==> src/rtl/ckpt_alloc_pkg.sv <==
package ckpt_alloc_pkg;
  typedef enum logic [1:0] {
    KIND_NONE = 2'd0,
    KIND_BRANCH = 2'd1,
    KIND_CALL = 2'd2,
    KIND_RETURN = 2'd3
  } lane_kind_e;

  typedef struct packed {
    logic doAlloc;
    logic doFree;
    logic doRestore;
  } ckpt_strobe_t;
endpackage

==> src/rtl/ckpt_need_detect.sv <==
module ckpt_need_detect #(
  parameter int GROUP_W = 4
) (
  input  logic [GROUP_W*2-1:0] kinds,
  output logic                 needCkpt
);
  import ckpt_alloc_pkg::*;
  logic [GROUP_W-1:0] laneFlow;

  // Any lane that is a branch, call or return makes the group need one slot.
  for (genvar g = 0; g < GROUP_W; g++) begin : g_lane
    lane_kind_e laneKind;
    assign laneKind    = lane_kind_e'(kinds[2*g +: 2]);
    assign laneFlow[g] = (laneKind != KIND_NONE);
  end

  assign needCkpt = |laneFlow;
endmodule

==> src/rtl/ckpt_alloc_ctrl.sv <==
module ckpt_alloc_ctrl #(
  parameter int NUM_SLOTS = 32,
  localparam int IDX_W = $clog2(NUM_SLOTS),
  localparam int CNT_W = IDX_W + 1
) (
  input  logic                         clk,
  input  logic                         rstN,
  input  logic                         allocReq,
  input  logic                         needCkpt,
  input  logic                         retireValid,
  input  logic                         retireHasCkpt,
  input  logic [IDX_W-1:0]             retireIdx,
  input  logic                         retireOwnerOk,
  input  logic                         mispValid,
  input  logic [IDX_W-1:0]             mispIdx,
  output ckpt_alloc_pkg::ckpt_strobe_t strobe,
  output logic [IDX_W-1:0]             headPtr,
  output logic [IDX_W-1:0]             tailPtr,
  output logic                         allocStall,
  output logic [CNT_W-1:0]             freeCount
);
  localparam logic [CNT_W-1:0] FULL = CNT_W'(NUM_SLOTS);

  logic [CNT_W-1:0] usedCnt;
  logic [CNT_W-1:0] usedNext;
  logic [IDX_W-1:0] mispDist;
  logic             poolFull;

  assign poolFull = (usedCnt == FULL);
  assign mispDist = mispIdx - tailPtr;

  always_comb begin
    strobe.doRestore = mispValid;
    strobe.doAlloc   = allocReq && needCkpt && !poolFull && !mispValid;
    strobe.doFree    = retireValid && retireHasCkpt && (usedCnt != '0)
                       && (retireIdx == tailPtr) && retireOwnerOk;
  end

  assign allocStall = allocReq && needCkpt && (poolFull || mispValid);
  assign freeCount  = FULL - usedCnt;

  always_comb begin
    if (strobe.doRestore) usedNext = CNT_W'(mispDist) + CNT_W'(1);
    else                  usedNext = usedCnt + CNT_W'(strobe.doAlloc);
    usedNext = usedNext - CNT_W'(strobe.doFree);
  end

  always_ff @(posedge clk) begin
    if (!rstN) begin
      usedCnt <= '0;
      headPtr <= '0;
      tailPtr <= '0;
    end else begin
      usedCnt <= usedNext;
      if (strobe.doRestore)    headPtr <= mispIdx + IDX_W'(1);
      else if (strobe.doAlloc) headPtr <= headPtr + IDX_W'(1);
      if (strobe.doFree)       tailPtr <= tailPtr + IDX_W'(1);
    end
  end

  // a grant and a release in one cycle keep the occupancy
  a_r7_count_steady: assert property (@(posedge clk) disable iff (!rstN)
    (strobe.doAlloc && strobe.doFree) |=> (freeCount == $past(freeCount)));

  // a lone grant lowers the free count by exactly one
  a_r2_grant_takes_one: assert property (@(posedge clk) disable iff (!rstN)
    (strobe.doAlloc && !strobe.doFree) |=> (freeCount == $past(freeCount) - CNT_W'(1)));

  // nothing is granted while the pool is empty
  a_r5_empty_no_grant: assert property (@(posedge clk) disable iff (!rstN)
    (freeCount == '0) |-> !strobe.doAlloc);
endmodule

==> src/rtl/ckpt_alloc_dpath.sv <==
module ckpt_alloc_dpath #(
  parameter int NUM_SLOTS = 32,
  parameter int TAG_W = 6,
  localparam int IDX_W = $clog2(NUM_SLOTS)
) (
  input  logic                         clk,
  input  logic                         rstN,
  input  ckpt_alloc_pkg::ckpt_strobe_t strobe,
  input  logic [IDX_W-1:0]             headPtr,
  input  logic [IDX_W-1:0]             tailPtr,
  input  logic [TAG_W-1:0]             allocTag,
  input  logic [IDX_W-1:0]             retireIdx,
  input  logic [TAG_W-1:0]             retireTag,
  input  logic [IDX_W-1:0]             mispIdx,
  output logic                         retireOwnerOk,
  output logic [NUM_SLOTS-1:0]         slotLive,
  output logic                         restoreValid,
  output logic [IDX_W-1:0]             restoreIdx,
  output logic [TAG_W-1:0]             restoreOwner
);
  logic [TAG_W-1:0]     ownerTag [NUM_SLOTS];
  logic [NUM_SLOTS-1:0] youngerMask;
  logic [IDX_W-1:0]     mispDist;

  assign mispDist      = mispIdx - tailPtr;
  assign retireOwnerOk = slotLive[retireIdx] && (ownerTag[retireIdx] == retireTag);

  for (genvar s = 0; s < NUM_SLOTS; s++) begin : g_slot
    logic [IDX_W-1:0] slotDist;
    assign slotDist       = IDX_W'(s) - tailPtr;
    assign youngerMask[s] = (slotDist > mispDist);

    always_ff @(posedge clk) begin
      if (!rstN) begin
        slotLive[s] <= 1'b0;
        ownerTag[s] <= '0;
      end else begin
        if (strobe.doAlloc && (headPtr == IDX_W'(s))) begin
          slotLive[s] <= 1'b1;
          ownerTag[s] <= allocTag;
        end else if ((strobe.doFree && (tailPtr == IDX_W'(s)))
                     || (strobe.doRestore && youngerMask[s])) begin
          slotLive[s] <= 1'b0;
        end
      end
    end
  end

  always_ff @(posedge clk) begin
    if (!rstN) begin
      restoreValid <= 1'b0;
      restoreIdx   <= '0;
      restoreOwner <= '0;
    end else begin
      restoreValid <= strobe.doRestore;
      if (strobe.doRestore) begin
        restoreIdx   <= mispIdx;
        restoreOwner <= ownerTag[mispIdx];
      end
    end
  end

  // the slot handed out is not already held by a group
  a_r2_alloc_slot_free: assert property (@(posedge clk) disable iff (!rstN)
    strobe.doAlloc |-> !slotLive[headPtr]);

  // only a live slot is ever released
  a_r6_free_live_slot: assert property (@(posedge clk) disable iff (!rstN)
    strobe.doFree |-> slotLive[tailPtr]);

  // a mispredict targets a live slot and is echoed on the restore port
  a_r8_misp_target_live: assert property (@(posedge clk) disable iff (!rstN)
    strobe.doRestore |-> slotLive[mispIdx]);
  a_r8_restore_echo: assert property (@(posedge clk) disable iff (!rstN)
    strobe.doRestore |=> (restoreValid && restoreIdx == $past(mispIdx)));
endmodule

==> src/rtl/ckpt_alloc_top.sv <==
module ckpt_alloc_top #(
  parameter int NUM_SLOTS = 32,
  parameter int GROUP_W = 4,
  parameter int TAG_W = 6,
  localparam int IDX_W = $clog2(NUM_SLOTS),
  localparam int CNT_W = IDX_W + 1
) (
  input  logic                 clk,
  input  logic                 rstN,
  input  logic                 allocReq,
  input  logic [GROUP_W*2-1:0] allocKinds,
  input  logic [TAG_W-1:0]     allocTag,
  output logic                 allocGrant,
  output logic [IDX_W-1:0]     allocIdx,
  output logic                 allocStall,
  input  logic                 retireValid,
  input  logic                 retireHasCkpt,
  input  logic [IDX_W-1:0]     retireIdx,
  input  logic [TAG_W-1:0]     retireTag,
  input  logic                 mispValid,
  input  logic [IDX_W-1:0]     mispIdx,
  output logic                 restoreValid,
  output logic [IDX_W-1:0]     restoreIdx,
  output logic [TAG_W-1:0]     restoreOwner,
  output logic [CNT_W-1:0]     freeCount
);
  ckpt_alloc_pkg::ckpt_strobe_t strobe;
  logic                 needCkpt;
  logic                 retireOwnerOk;
  logic [IDX_W-1:0]     headPtr;
  logic [IDX_W-1:0]     tailPtr;
  logic [NUM_SLOTS-1:0] slotLive;

  ckpt_need_detect #(.GROUP_W(GROUP_W)) need_i (
    .kinds(allocKinds), .needCkpt(needCkpt)
  );

  ckpt_alloc_ctrl #(.NUM_SLOTS(NUM_SLOTS)) ctrl_i (
    .clk(clk), .rstN(rstN), .allocReq(allocReq), .needCkpt(needCkpt),
    .retireValid(retireValid), .retireHasCkpt(retireHasCkpt),
    .retireIdx(retireIdx), .retireOwnerOk(retireOwnerOk),
    .mispValid(mispValid), .mispIdx(mispIdx), .strobe(strobe),
    .headPtr(headPtr), .tailPtr(tailPtr), .allocStall(allocStall),
    .freeCount(freeCount)
  );

  ckpt_alloc_dpath #(.NUM_SLOTS(NUM_SLOTS), .TAG_W(TAG_W)) dpath_i (
    .clk(clk), .rstN(rstN), .strobe(strobe), .headPtr(headPtr),
    .tailPtr(tailPtr), .allocTag(allocTag), .retireIdx(retireIdx),
    .retireTag(retireTag), .mispIdx(mispIdx), .retireOwnerOk(retireOwnerOk),
    .slotLive(slotLive), .restoreValid(restoreValid),
    .restoreIdx(restoreIdx), .restoreOwner(restoreOwner)
  );

  assign allocGrant = strobe.doAlloc;
  assign allocIdx   = headPtr;

  // the live-slot map held by the datapath matches the control's count
  a_r10_map_matches_count: assert property (@(posedge clk) disable iff (!rstN)
    (CNT_W'($countones(slotLive)) + freeCount) == CNT_W'(NUM_SLOTS));
endmodule

==> config.mk <==
export PLATFORM = sky130hd
export DESIGN_NAME = ckpt_alloc_top
export DESIGN_NICKNAME = d
export VERILOG_FILES = /design/src/rtl/ckpt_alloc_pkg.sv /design/src/rtl/ckpt_need_detect.sv /design/src/rtl/ckpt_alloc_ctrl.sv /design/src/rtl/ckpt_alloc_dpath.sv /design/src/rtl/ckpt_alloc_top.sv
export SDC_FILE = /design/constraint.sdc
export NUM_CORES = 1
export LEC_CHECK = 0
export ABC_AREA = 0
export CORE_MARGIN = 8
export CORE_UTILIZATION = 25
export CTS_CLUSTER_DIAMETER = 200
export DETAILED_ROUTE_END_ITERATION = 7
export MAX_ROUTING_LAYER = met4
export PLACE_DENSITY = 0.5
export SETUP_SLACK_MARGIN = 0.02
export SLEW_MARGIN = 20
export SYNTH_ARGS = -nofsm -noshare
export SYNTH_HDL_FRONTEND = slang
export SYNTH_SLANG_ARGS = --single-unit
==> constraint.sdc <==
create_clock -name clk -period 8.2 [get_ports clk]
set_input_delay 2.05 -clock clk [delete_from_list [all_inputs] [get_ports clk]]
set_output_delay 2.05 -clock clk [all_outputs]
set_load 0.02 [all_outputs]
==> results_dict.tcl <==
set metrics [dict create \
    status "finished clean" \
    hp-class "reg2reg" \
    ff_latch_area_mm2 0.00697 \
    drive_above_1_share_pct 12.4 \
    die_area_mm2 0.0732 \
    avgSynthCellArea_um2 11.1 \
    ir_drop_uv 149 \
    timing.final.ws_setup_ps 1960 \
    pre_cts_ws_ps 1520 \
    synthCells 1462 \
    cts_root_buf "clkbuf_16" \
    io_pins 61 \
    end_kind "register" \
    rows 93 \
    via_per_inst 5.06 \
    relSlewSlack_pct 23.1 \
    cts_resized 0 \
    final-instance-count-excl-fill 2365 \
    core_area_mm2 0.0642 \
    slew_violations 0 \
    hold_violations 0 \
    antenna_found_initial 0 \
    worst_slew_pin_slew_ps 1140 \
    start_util_pct 25.2 \
    totalPowerFinal_uw 3300 \
    post-route-period-util_pct 76.1 \
    num_vias 12000 \
    fillers 6575 \
    synth_area_leaders "edfxtp_1 36%, mux4_2 12%, and2_1 7.6%, dfxtp_1 7.4%, mux2i_1 5.4%" \
    track_usage_pct 15.7 \
    regToRegStartpoint "ctrl_i.tailPtr[3]" \
    skew_ps 15.8 \
    die_w_um 271 \
    grt_pass1_wl_mm 84.9 \
    antenna_left 0 \
    path_clk_slew_ps 60 \
    cap_violations 0 \
    yosysMostFrequentCell "and2_1" \
    ys_seq_area_share_pct 43.0 \
    multiInputGateArea_mm2 0.00858 \
    cp.required_ps 8660 \
    fmax_mhz 160 \
    drc_errors 0 \
    numPortBuffers 60 \
    ys_warn_count 0 \
    syn-cell-area_mm2 0.0162 \
    post_cts_buffers 0 \
    ys_ff_latch 252 \
    fin_nets 1590 \
    tritoncts "yes" \
    netlist-cell-type-count 63 \
    cts_max_level 1 \
    place_inst 2306 \
    syn-num-nets 1568 \
    synthFlopType "edfxtp_1" \
    drt-initial-drc-count 1089 \
    p_leak_uw 0.00696 \
    hp-start "dpath_i.restoreOwner[0]" \
    cts_buffers 31 \
    synth-async-reset-ratio_pct 0 \
    overflow 0 \
    postRouteWirelength_mm 57.9 \
    setup_viol 0 \
    cts_buffer_depth 3 \
    drt_pass1_iterations 5 \
    worst_skew_pair.late_latency_ps 570 \
    synth_top_area_share_pct 35.6 \
    dp_hpwl_mm 42.3 \
    grt_pass1_vias 12000 \
    startpoint "retireIdx[2]" \
    final.setup.tns_ps 0 \
    critPathKind "in2reg" \
    cts_hold_buf 0 \
    critPathMaxFanout 16 \
    areaGrowthSynthToFinish_pct 15.1 \
    grt_start_max_net_pins 79 \
    cp.arrival_ps 6700 \
    gp_congestion 0.882 \
    rsz0062_at_grt "false" \
    clock-sinks 252 \
    wl_per_cell_um 24.5 \
    crit_path_start_kind "input port" \
    power.density_mw_per_mm2 177 \
    die_y_um 271 \
    synth_edf_count 192 \
    yosysTopAreaCell "edfxtp_1" \
    synthTopCellsByCount "197 x and2_1, 192 x edfxtp_1, 104 x nand2_1" \
    final.min_clock_period_ps 6240 \
]
[layout by cell type (no fill, tap or decap), drive strengths merged, types with 14 or more instances in the layout]
| cell | n |
|---|---|
| a21boi | 15 |
| nor2b | 18 |
| clkbuf | 40 |
| clkdlybuf4s50 | 52 |
| dfxtp | 60 |
| nor2 | 69 |
| nor3 | 17 |
| a22oi | 32 |
| ha | 69 |
| a21oi | 46 |
| mux2i | 88 |
| and2 | 198 |
| xnor2 | 48 |
| a31oi | 30 |
| o21ai | 57 |
| mux4 | 86 |
| inv | 60 |
| nand2 | 104 |
| edfxtp | 192 |
| nand3 | 40 |
| maj3 | 22 |
| xor2 | 14 |
| buf | 39 |
[sequential cells by signal, indices dropped and copies added, names as in the netlist]
signal                cells
ctrl_i.headPtr            5
dpath_i.slotLive         32
dpath_i.restoreIdx        5
dpath_i.ownerTag        192
ctrl_i.usedCnt            6
dpath_i.restoreOwner      6
dpath_i.restoreValid      1
ctrl_i.tailPtr            5
[layer usage]
| layer | vias up | GRT usage (%) | part of all wire (%) |
|---|---|---|---|
| li1 | 5426 | - | - |
| met1 | 6059 | 19.7 | 43 |
| met2 | 390 | 26.3 | 49 |
| met3 | 91 | 2.05 | 5.4 |
| met4 | 0 | 4.59 | 3.1 |
| met5 | - | - | 0 |
[metrics by stage]
| step | hold WS (ps) | cell area, um2 | util, % |
|---|---|---|---|
| final | 490 | 18600 | 29.0 |
| after global routing | 506 | 18600 | 29.0 |
| after detailed placement | 472 | 17600 | 27.5 |
| after floorplan | 492 | 16200 | - |
| after global placement | 463 | 17600 | 27.5 |
| after CTS | 491 | 18600 | 29.0 |
[logic make-up after synthesis]
logic type / after synthesis / synth area share (%)
and+or+nand+nor: 495 / 16.3
DFF: 252 / 43.0
AOI/OAI and AO/OA: 226 / 8.95
muxes: 174 / 17.4
buffers and inverters: 160 / 4.05
adders and majority gates: 92 / 6.81
xor gates and xnor gates: 63 / 3.54
[report_power, final]
| group | total, uW | internal, uW | leakage, uW | switching [uW] |
|---|---|---|---|---|
| clock | 1360 | 781 | 0.000498 | 583 |
| sequential | 1450 | 1420 | 0.00249 | 34.3 |
| combinational | 481 | 191 | 0.00397 | 291 |
[worst paths after layout]
kind	endpoint	slack, ps	cells past startpoint
max	ctrl_i.usedCnt[5]	1960	14
min	dpath_i.restoreOwner[0]	490	1
max reg2reg	ctrl_i.usedCnt[5]	3920	13
min reg2reg	dpath_i.restoreOwner[0]	490	1
[critical path, stage by stage]
cell and delay [ps]:
clkdlybuf4s50_1 820, xnor2_1 560, nand3_1 270, a211oi_1 510, nand3b_1 210, or4_1 540, nor4bb_1 360, buf_4 220
ha_1 170, and3_1 160, inv_1 60, a2111oi_0 460, xor2_1 110, and2_1 170
[cell type report]
cell class / count / share of cell area [%]
antenna: 2 / 0.0268
clock buffer: 40 / 4.67
clock inverter: 17 / 0.691
inverter: 58 / 1.17
multi-input combinational: 1050 / 46.0
sequential: 252 / 37.4
tap: 855 / 5.74
timing repair buffer: 91 / 4.35
Note: power is estimated with default switching activity, not from simulation.
